===== src/rtl/sync_rx_pkg.sv =====
package sync_rx_pkg;

  typedef enum logic [1:0] {
    ST_HUNT   = 2'd0,
    ST_VERIFY = 2'd1,
    ST_LOCK   = 2'd2
  } rx_state_e;

endpackage


===== src/rtl/sync_rx_window.sv =====
module sync_rx_window #(
  parameter int              MAX_W    = 8,
  parameter int              CNT_W    = 4,
  parameter logic [MAX_W-1:0] SYN_CODE = 'h16
) (
  input  logic             clk,
  input  logic             rst_n,
  input  logic             clr,
  input  logic             bit_vld,
  input  logic             bit_in,
  input  logic [CNT_W-1:0] char_n,
  output logic [MAX_W-1:0] cand,
  output logic             is_syn
);

  localparam logic [CNT_W-1:0] MAX_C = CNT_W'(MAX_W);

  logic [MAX_W-1:0] win_q, win_d, win_nx, len_mask;
  logic [CNT_W-1:0] fill_q, fill_d, sh;
  logic             full;

  // the newest bit enters at the top; the last N bits sit right-aligned after the shift
  always_comb begin
    win_nx   = {bit_in, win_q[MAX_W-1:1]};
    sh       = MAX_C - char_n;
    cand     = win_nx >> sh;
    len_mask = {MAX_W{1'b1}} >> sh;
    full     = (fill_q >= (char_n - CNT_W'(1)));
    is_syn   = bit_vld && full && (cand == (SYN_CODE & len_mask));
  end

  always_comb begin
    win_d  = win_q;
    fill_d = fill_q;
    if (clr) begin
      win_d  = '0;
      fill_d = '0;
    end else if (bit_vld) begin
      win_d  = win_nx;
      fill_d = (fill_q == MAX_C) ? fill_q : fill_q + CNT_W'(1);
    end
  end

  always_ff @(posedge clk or negedge rst_n) begin
    if (!rst_n) begin
      win_q  <= '0;
      fill_q <= '0;
    end else begin
      win_q  <= win_d;
      fill_q <= fill_d;
    end
  end

  AST_WIN_HOLD: assert property (@(posedge clk) disable iff (!rst_n)
    (!bit_vld && !clr) |=> $stable(win_q));

  AST_FILL_CAP: assert property (@(posedge clk) disable iff (!rst_n)
    fill_q <= MAX_C);

endmodule


===== src/rtl/sync_rx_ctrl.sv =====
module sync_rx_ctrl
  import sync_rx_pkg::*;
#(
  parameter int MIN_LEN = 5,
  parameter int LEN_W   = 2,
  parameter int CNT_W   = 4
) (
  input  logic             clk,
  input  logic             rst_n,
  input  logic             clr,
  input  logic             bit_vld,
  input  logic             is_syn,
  input  logic [LEN_W-1:0] len_sel,
  output logic [CNT_W-1:0] char_n,
  output rx_state_e        state,
  output logic             emit
);

  rx_state_e        state_q, state_d;
  logic [CNT_W-1:0] cnt_q, cnt_d, last_idx;
  logic [LEN_W-1:0] len_q, len_d;

  // length register follows the input only while hunting
  always_comb begin
    len_d = len_q;
    if (clr || state_q == ST_HUNT) len_d = len_sel;
  end

  assign char_n   = CNT_W'(MIN_LEN) + CNT_W'(len_q);
  assign last_idx = char_n - CNT_W'(1);
  assign state    = state_q;

  always_comb begin
    state_d = state_q;
    cnt_d   = cnt_q;
    emit    = 1'b0;
    if (clr) begin
      state_d = ST_HUNT;
      cnt_d   = '0;
    end else if (bit_vld) begin
      unique case (state_q)
        ST_HUNT: begin
          if (is_syn) begin
            state_d = ST_VERIFY;
            cnt_d   = '0;
          end
        end
        ST_VERIFY: begin
          if (cnt_q == last_idx) begin
            state_d = is_syn ? ST_LOCK : ST_HUNT;
            cnt_d   = '0;
          end else begin
            cnt_d = cnt_q + CNT_W'(1);
          end
        end
        ST_LOCK: begin
          if (cnt_q == last_idx) begin
            emit  = 1'b1;
            cnt_d = '0;
          end else begin
            cnt_d = cnt_q + CNT_W'(1);
          end
        end
        default: begin
          state_d = ST_HUNT;
          cnt_d   = '0;
        end
      endcase
    end
  end

  always_ff @(posedge clk or negedge rst_n) begin
    if (!rst_n) begin
      state_q <= ST_HUNT;
      cnt_q   <= '0;
      len_q   <= '1;
    end else begin
      state_q <= state_d;
      cnt_q   <= cnt_d;
      len_q   <= len_d;
    end
  end

  AST_SEQ_LEGAL: assert property (@(posedge clk) disable iff (!rst_n)
    state_q != 2'd3);

  AST_LOCK_STICKY: assert property (@(posedge clk) disable iff (!rst_n)
    (state_q == ST_LOCK && !clr) |=> state_q == ST_LOCK);

  AST_LEN_FROZEN: assert property (@(posedge clk) disable iff (!rst_n)
    (state_q != ST_HUNT && !clr) |=> $stable(len_q));

  AST_LOCK_VIA_VERIFY: assert property (@(posedge clk) disable iff (!rst_n)
    (state_q == ST_LOCK && $past(state_q) != ST_LOCK) |-> $past(state_q) == ST_VERIFY);

  AST_CNT_RANGE: assert property (@(posedge clk) disable iff (!rst_n)
    cnt_q < char_n);

  AST_CLR_CNT: assert property (@(posedge clk) disable iff (!rst_n)
    clr |=> cnt_q == '0);

endmodule


===== src/rtl/sync_rx_out.sv =====
module sync_rx_out #(
  parameter int MAX_W = 8
) (
  input  logic             clk,
  input  logic             rst_n,
  input  logic             clr,
  input  logic             emit,
  input  logic [MAX_W-1:0] cand,
  output logic [MAX_W-1:0] char_out,
  output logic             char_vld
);

  logic [MAX_W-1:0] data_q, data_d;
  logic             vld_q, vld_d;

  always_comb begin
    vld_d  = emit && !clr;
    data_d = data_q;
    if (vld_d) data_d = cand;
  end

  always_ff @(posedge clk or negedge rst_n) begin
    if (!rst_n) begin
      data_q <= '0;
      vld_q  <= 1'b0;
    end else begin
      data_q <= data_d;
      vld_q  <= vld_d;
    end
  end

  assign char_out = data_q;
  assign char_vld = vld_q;

  AST_VLD_PULSE: assert property (@(posedge clk) disable iff (!rst_n)
    vld_q |=> !vld_q);

endmodule


===== src/rtl/sync_char_rx.sv =====
module sync_char_rx
  import sync_rx_pkg::*;
#(
  parameter  int               MIN_LEN  = 5,
  parameter  int               LEN_W    = 2,
  localparam int               MAX_W    = MIN_LEN + (1 << LEN_W) - 1,
  parameter  logic [MAX_W-1:0] SYN_CODE = 'h16
) (
  input  logic             clk,
  input  logic             rst_n,
  input  logic             resync,
  input  logic [LEN_W-1:0] len_sel,
  input  logic             bit_vld,
  input  logic             bit_in,
  output logic [MAX_W-1:0] char_out,
  output logic             char_vld,
  output logic             sync_ok,
  output logic [1:0]       syn_seq
);

  localparam int CNT_W = $clog2(MAX_W + 1);

  logic [1:0]       rst_pipe;
  logic             rst_i_n;
  logic [CNT_W-1:0] char_n;
  logic [MAX_W-1:0] cand;
  logic             is_syn;
  logic             emit;
  rx_state_e        state;

  // reset asserts at once, leaves two clock edges after rst_n rises
  always_ff @(posedge clk or negedge rst_n) begin
    if (!rst_n) rst_pipe <= 2'b00;
    else        rst_pipe <= {rst_pipe[0], 1'b1};
  end
  assign rst_i_n = rst_pipe[1];

  sync_rx_window #(
    .MAX_W    (MAX_W),
    .CNT_W    (CNT_W),
    .SYN_CODE (SYN_CODE)
  ) u_window (
    .clk     (clk),
    .rst_n   (rst_i_n),
    .clr     (resync),
    .bit_vld (bit_vld),
    .bit_in  (bit_in),
    .char_n  (char_n),
    .cand    (cand),
    .is_syn  (is_syn)
  );

  sync_rx_ctrl #(
    .MIN_LEN (MIN_LEN),
    .LEN_W   (LEN_W),
    .CNT_W   (CNT_W)
  ) u_ctrl (
    .clk     (clk),
    .rst_n   (rst_i_n),
    .clr     (resync),
    .bit_vld (bit_vld),
    .is_syn  (is_syn),
    .len_sel (len_sel),
    .char_n  (char_n),
    .state   (state),
    .emit    (emit)
  );

  sync_rx_out #(
    .MAX_W (MAX_W)
  ) u_out (
    .clk      (clk),
    .rst_n    (rst_i_n),
    .clr      (resync),
    .emit     (emit),
    .cand     (cand),
    .char_out (char_out),
    .char_vld (char_vld)
  );

  assign sync_ok = (state == ST_LOCK);
  assign syn_seq = state;

  AST_VLD_LOCKED: assert property (@(posedge clk) disable iff (!rst_i_n)
    char_vld |-> sync_ok);

  AST_RESYNC_CLEARS: assert property (@(posedge clk) disable iff (!rst_i_n)
    resync |=> (!sync_ok && syn_seq == 2'd0 && !char_vld));

  AST_IDLE_NO_CHAR: assert property (@(posedge clk) disable iff (!rst_i_n)
    !bit_vld |=> !char_vld);

endmodule


===== config.mk =====
export PLATFORM = sky130hd
export DESIGN_NAME = sync_char_rx
export DESIGN_NICKNAME = d
export VERILOG_FILES = /design/src/rtl/sync_rx_pkg.sv /design/src/rtl/sync_rx_window.sv /design/src/rtl/sync_rx_ctrl.sv /design/src/rtl/sync_rx_out.sv /design/src/rtl/sync_char_rx.sv
export SDC_FILE = /design/constraint.sdc
export NUM_CORES = 1
export LEC_CHECK = 0
export BUFFER_PORTS_ARGS = -buffer_cell sky130_fd_sc_hd__buf_2
export CORE_MARGIN = 4
export CORE_UTILIZATION = 32
export CTS_BUF_LIST = sky130_fd_sc_hd__clkbuf_2
export DETAILED_ROUTE_END_ITERATION = 6
export GPL_TIMING_DRIVEN = 0
export PLACE_DENSITY = 0.55
export SLEW_MARGIN = 20
export SYNTH_ARGS = -nofsm -noshare
export SYNTH_HDL_FRONTEND = slang
export SYNTH_SLANG_ARGS = --single-unit

===== constraint.sdc =====
create_clock -name clk -period 2.1 [get_ports clk]
set_clock_uncertainty 0.1 [all_clocks]
set_input_delay 0.105 -clock clk [delete_from_list [all_inputs] [get_ports clk]]
set_output_delay 0.105 -clock clk [all_outputs]
set_load 0.03 [all_outputs]

==> results of run 1 <==
==> state kept, by name (all words and copies together), names as in the netlist <==
name / flops
u_out.char_out: 8
u_window.win_q: 7
u_ctrl.cnt_q: 4
u_window.fill_q: 4
rst_pipe: 2
u_ctrl.len_q: 2
u_ctrl.state: 2
u_out.char_vld: 1
==> cells in the final DEF (no fill, tap or decap), types with 4 or more instances in the layout <==
cell type      instances
buf_2                 18
buf_4                 17
buf_6                  4
clkbuf_2               7
dfrtp_1               27
dlygate4sd3_1          6
ha_1                  11
inv_1                 15
mux2_2                 4
mux2_4                 4
mux2i_1               15
mux4_2                 5
nand2_1                9
nand3b_1               5
nor2_1                12
==> layer usage <==
layer	global-route usage, %	vias up	share of wire (%)
met5	0	-	0
met4	6.14	0	1.8
met3	3.43	9	4.0
met2	19.4	21	47
met1	16.3	675	47
li1	-	683	-
==> worst max-delay path, stage by stage, from the launching register on <==
cell and delay, ns:
dfstp_2 0.61, buf_8 0.11, inv_4 0.03, ha_4 0.27, buf_12 0.12, buf_6 0.10
mux4_2 0.31, nor2_2 0.12, nor4b_4 0.27, a211oi_4 0.13, buf_4 0.16, a2111oi_4 0.25
mux2i_1 0.22
==> what timing repair did <==
item,4_1_cts,5_1_grt
setup endpoints to repair,15,15
gates cloned,1,0
setup buffers,19,1
endpoints found under the hold margin,7,0
pin swaps,13,0
resized for setup,19,1
hold buffers,6,0
==> logic make-up after synthesis <==
group | share of synthesized area, %
AOI/OAI and AO/OA | 8.28
xor gates and xnor gates | 3.23
adders and majority gates | 8.75
buffers and inverters | 4.98
DFF | 40.5
muxes | 19.7
other | 0.202
and+or+nand+nor | 14.3
==> area by class of cell <==
type	count	area (um2)	area share, %
flip-flops and latches	30	754	30.0
well taps	72	90.1	3.59
inverters	17	67.6	2.69
clock inverters	1	30.0	1.20
clock buffers	7	35.0	1.40
multi-input cells	115	1140	45.3
plain buffers	6	57.6	2.29
repair buffers	45	339	13.5
==> Yosys cell counts, types with 2 or more instances <==
cell type / count
nand2_1: 9
mux2_2: 7
a21oi_1: 3
nor2_1: 13
buf_2: 2
xnor2_1: 3
buf_1: 2
nand3b_1: 5
inv_1: 16
mux2i_1: 16
ha_1: 13
dfrtp_1: 28
o21ai_0: 5
xor2_1: 2
mux4_2: 4
nand3_1: 2
nor3_1: 5
nand2b_1: 4
nor2b_1: 3
a31o_2: 2
dfstp_2: 2
a21o_1: 2
==> power groups by stage <==
stage | Combinational [uW] | Clock (uW) | Sequential [uW]
finish | 275 | 424 | 623
floorplan | 151 | 0 | 625
global placement | 184 | 0 | 634
detailed placement | 186 | 0 | 635
global route | 299 | 470 | 628
CTS | 276 | 438 | 624
==> metrics by stage <==
stage	cell area (um2)	worst slack, ns
floorplan	1940	-0.933
finish	2510	-0.743
detailed placement	2120	-1.21
CTS	2500	-0.757
global route	2510	-0.899
global placement	2120	-1.18
==> final timing paths <==
kind / endpoint / slack, ns / cells past startpoint
setup reg to reg: u_ctrl.state[0]$_DFFE_PN0P_ / -0.74 / 12
hold reg to reg: u_window.fill_q[0]$_DFFE_PN0P_ / 0.20 / 0
min in group asynchronous: u_window.fill_q[0]$_DFFE_PN0P_ / 0.20 / 0
setup / recovery: u_ctrl.state[0]$_DFFE_PN0P_ / -0.74 / 12
max in group asynchronous: u_out.char_out[1]$_DFFE_PN0P_ / 1.27 / 0
hold / removal: u_ctrl.state[1]$_DFFE_PN0P_ / 0.01 / 4
==> results_dict.tcl, run 1 <==
set metrics [dict create \
    grt_max_degree 29 \
    synth-main-ff-cell "dfrtp_1" \
    h-tree-depth 2 \
    seq_area_frac_synth_pct 40.5 \
    grt_pass1_wl_mm 7.09 \
    rsz0062_at_grt "true" \
    instances_no_fill 293 \
    cap_violations 0 \
    hold_violations 0 \
    clk_pin_slew_ns 0.16 \
    internal_power_uw 961 \
    ioPinCount 19 \
    place.port_buffers 18 \
    fin_ws_ns -0.743 \
    totalWireLength_mm 3.94 \
    place_congestion 0.729 \
    finalCriticalPeriod_ns 2.84 \
    std_cell_rows 27 \
    antenna_found_initial 0 \
    cts.sinks 30 \
    switching_share_pct 27.3 \
    cts_buffers 5 \
    relSlewSlack_pct 55.8 \
    arrival_ns 3.05 \
    firstDrtPassIters 4 \
    leakage_uw 0.00117 \
    die_x_um 84.2 \
    num_vias 1388 \
    endpoint_kind "flop" \
    nFillCells 544 \
    r2r-start "u_ctrl.len_q[0]$_DFFE_PN1P_" \
    drv_slew 0 \
    p_comb_share_pct 20.8 \
    initial_utilization_pct 33.3 \
    die_h_um 84.2 \
    grt_pass1_vias 1476 \
    crit_type "flop to flop" \
    power.total_uw 1320 \
    syn_inst 168 \
    dieArea_mm2 0.00709 \
    post_synth.cell_area_avg_um2 11.1 \
    outcome "finished with violations" \
    drt_iter0_drc 59 \
    peakVddDrop_mv 0.230 \
    setup_tns_ns -9.15 \
    syn-cell-area_mm2 0.00186 \
    timing.hold.ws_ns 0.0125 \
    antenna_cells 0 \
    dp_cells 258 \
    drc 0 \
    finalNetCount 240 \
    crit_path_start "u_ctrl.len_q[0]$_DFFE_PN1P_" \
    vias_per_cell 4.74 \
    ant_nets 0 \
    clk_path_buf_depth 2 \
    timing.final.crit_share_pct 135 \
    syn_to_final_growth_pct 35.2 \
    worstMarginPinSlew_ns 0.663 \
    grt_use_total_pct 12.6 \
    p_switching_uw 361 \
    violations "setup timing" \
    core_area_mm2 0.00557 \
    yosysUniqueCellTypes 42 \
    layout-drive-gt1-share_pct 40.3 \
    grt-ovfl-total 0 \
    required_ns 2.31 \
    hold_start "resync" \
    max_freq_mhz 352 \
    synth_edf_count 0 \
    cts_tree "done" \
    root_buffer "clkbuf_2" \
    clk_latency_ns 0.38 \
    seq_power_share_pct 47.1 \
    yosys-top-cells-area "dfrtp_1, ha_1, mux2i_1" \
    finalSetupViolCount 15 \
    cp-start-kind "flop" \
    dp_hpwl_mm 2.66 \
    synth.largest_area_cell "dfrtp_1" \
    synth-seq-cells 30 \
    hold_class "input pin to flop" \
    path_max_fanout 5 \
    syn_nets 188 \
    pwr-share-clk_pct 32.1 \
    synth.top_cell.area_share_pct 37.7 \
    async_reset_ff_share_pct 100 \
    utilization_pct 45.1 \
    power_density_mw_per_mm2 526 \
    yosys_warnings 0 \
    wl_per_cell_um 13.4 \
]
No activity file was read; power rests on OpenSTA's default activity.
==> inputs of run 2 (changes only) <==
CELL_PAD_IN_SITES_DETAIL_PLACEMENT = 0   (was unset)
CELL_PAD_IN_SITES_GLOBAL_PLACEMENT = 1   (was unset)
PLACE_DENSITY = 0.64   (was 0.55)
==> results_dict.tcl, run 2 (same netlist as run 1, synthesis figures left out) <==
set metrics [dict create \
    critical-path-top-delay-family "compound AO/OA/AOI/OAI gates" \
    crit_chain "buf_12 > inv_6 > ha_4 > buf_12 > xnor2_4 > ha_4 > a211oi_4 > nor4b_4 > a211oi_4 > nand2b_4 > mux2_4" \
    utilization_pct 45.8 \
    totalWireLength_mm 4.20 \
    clk_path_buf_depth 2 \
    layout_common_cells "dfrtp_1, buf_2, inv_1, mux2i_1, buf_4" \
    finalSetupViolCount 15 \
    cp-start-kind "flop" \
    r2r-start "u_ctrl.len_q[0]$_DFFE_PN1P_" \
    grt_use_total_pct 12.6 \
    worstPathBufferInverterCount 3 \
    std_cell_rows 27 \
    ant_nets 0 \
    syn_to_final_growth_pct 37.3 \
    worstMarginPinSlew_ns 0.641 \
    leakage_uw 0.00117 \
    fin_ws_ns -0.852 \
    max_freq_mhz 339 \
    clk_pin_slew_ns 0.15 \
    cts.sinks 30 \
    relSlewSlack_pct 57.3 \
    antenna_cells 0 \
    ioPinCount 19 \
    required_ns 2.26 \
    dieArea_mm2 0.00709 \
    ff2ff_path_depth 11 \
    endpoint_kind "flop" \
    drv_slew 0 \
    h-tree-depth 2 \
    num_vias 1394 \
    place.port_buffers 18 \
    dp_hpwl_mm 2.85 \
    die_x_um 84.2 \
    die_h_um 84.2 \
    cts_buffers 5 \
    antenna_found_initial 0 \
    grt_pass1_wl_mm 7.24 \
    crit_path_start "u_ctrl.len_q[0]$_DFFE_PN1P_" \
    cap_violations 0 \
    setup_tns_ns -10.21 \
    grt_max_degree 29 \
    drt_iter0_drc 61 \
    vias_per_cell 4.79 \
    arrival_ns 3.11 \
    violations "setup timing" \
    rrSetupSlack_ns -0.85 \
    r2r-end "u_ctrl.cnt_q[0]$_DFFE_PN0P_" \
    drc 0 \
    hold_class "input pin to flop" \
    hold_violations 0 \
    crit_type "flop to flop" \
    place_congestion 0.760 \
    largest_register_ffs 8 \
    clk_latency_ns 0.37 \
    grt_pass1_vias 1547 \
    root_buffer "clkbuf_2" \
    core_area_mm2 0.00557 \
    rsz0062_at_grt "true" \
    wl_per_cell_um 14.4 \
    grt-ovfl-total 0 \
    initial_utilization_pct 33.3 \
    path_max_fanout 8 \
    firstDrtPassIters 4 \
    timing.final.crit_share_pct 141 \
    finalCriticalPeriod_ns 2.95 \
    critPathMaxStageDelay_ns 0.59 \
    nFillCells 513 \
    crit_slowest_cell "dfstp_2" \
    layout_commonest_cell "dfrtp_1" \
    cts_tree "done" \
    layout-drive-gt1-share_pct 41.6 \
    power_density_mw_per_mm2 520 \
    crit_cells 11 \
    outcome "finished with violations" \
    peakVddDrop_mv 0.339 \
    finalNetCount 238 \
    crit_path_end "u_ctrl.cnt_q[0]$_DFFE_PN0P_" \
]
run 2: stage by stage:
| stage | area, um2 | setup WS (ns) | power [uW] | std cells | hold slack (ns) |
|---|---|---|---|---|---|
| after CTS | 2490 | -0.804 | 1320 | 287 | 0.00735 |
| after global routing | 2550 | -0.934 | 1400 | 291 | -0.0144 |
| final | 2550 | -0.852 | 1330 | 291 | 0.0253 |
| after detailed placement | 2120 | -1.17 | 820 | 258 | -0.209 |
| after global placement | 2120 | -1.15 | 814 | 258 | -0.210 |
| after floorplan | 1940 | -0.933 | 775 | 168 | -0.291 |
run 2: power breakdown:
part	switching [uW]	internal, uW
Combinational	135	165
Sequential	27.6	594
Clock	209	198
Total	372	956
run 2: worst reg2reg max path, delay by kind of cell, from the launching register on:
kind	cells	cell delay, ns
compound gates	2	0.63
flops	1	0.59
fa+ha+maj	2	0.45
simple gates	2	0.31
mux	1	0.29
buf+inv	3	0.28
xor+xnor	1	0.19
run 2: layout make-up:
cell class	count	area, um2	area share [%]
clock inverters	3	40.0	1.57
multi-input cells	115	1170	45.9
clock buffers	5	25.0	0.981
repair buffers	43	339	13.3
well taps	72	90.1	3.53
inverters	17	70.1	2.75
plain buffers	6	62.6	2.45
flip-flops and latches	30	754	29.6
run 2: timing repair:
action | 4_1_cts | 5_1_grt
setup buffers | 16 | 4
pin swaps | 15 | 7
setup endpoints to repair | 15 | 15
endpoints found under the hold margin | 5 | 0
resized for setup | 22 | 3
hold buffers | 5 | 0
run 2: metal layers:
metal | routed length (um) | vias up | global-route usage [%]
li1 | - | 675 | -
met1 | 1840 | 693 | 15.1
met2 | 2170 | 24 | 20.9
met3 | 173 | 2 | 3.73
met4 | 14 | 0 | 5.41
met5 | 0 | - | 0
run 2: how the worst min path moves through the flow:
stage / start / to / slack, ns / cells past startpoint
after floorplan: rst_n / rst_pipe[0]$_DFF_PN0_ / -0.29 / 0
after global placement: rst_n / rst_pipe[0]$_DFF_PN0_ / -0.21 / 1
after detailed placement: rst_n / rst_pipe[0]$_DFF_PN0_ / -0.21 / 1
after CTS: resync / u_ctrl.state[1]$_DFFE_PN0P_ / 0.007 / 4
after global routing: bit_vld / u_ctrl.cnt_q[1]$_DFFE_PN0P_ / -0.01 / 4
final: bit_vld / u_ctrl.cnt_q[1]$_DFFE_PN0P_ / 0.03 / 4
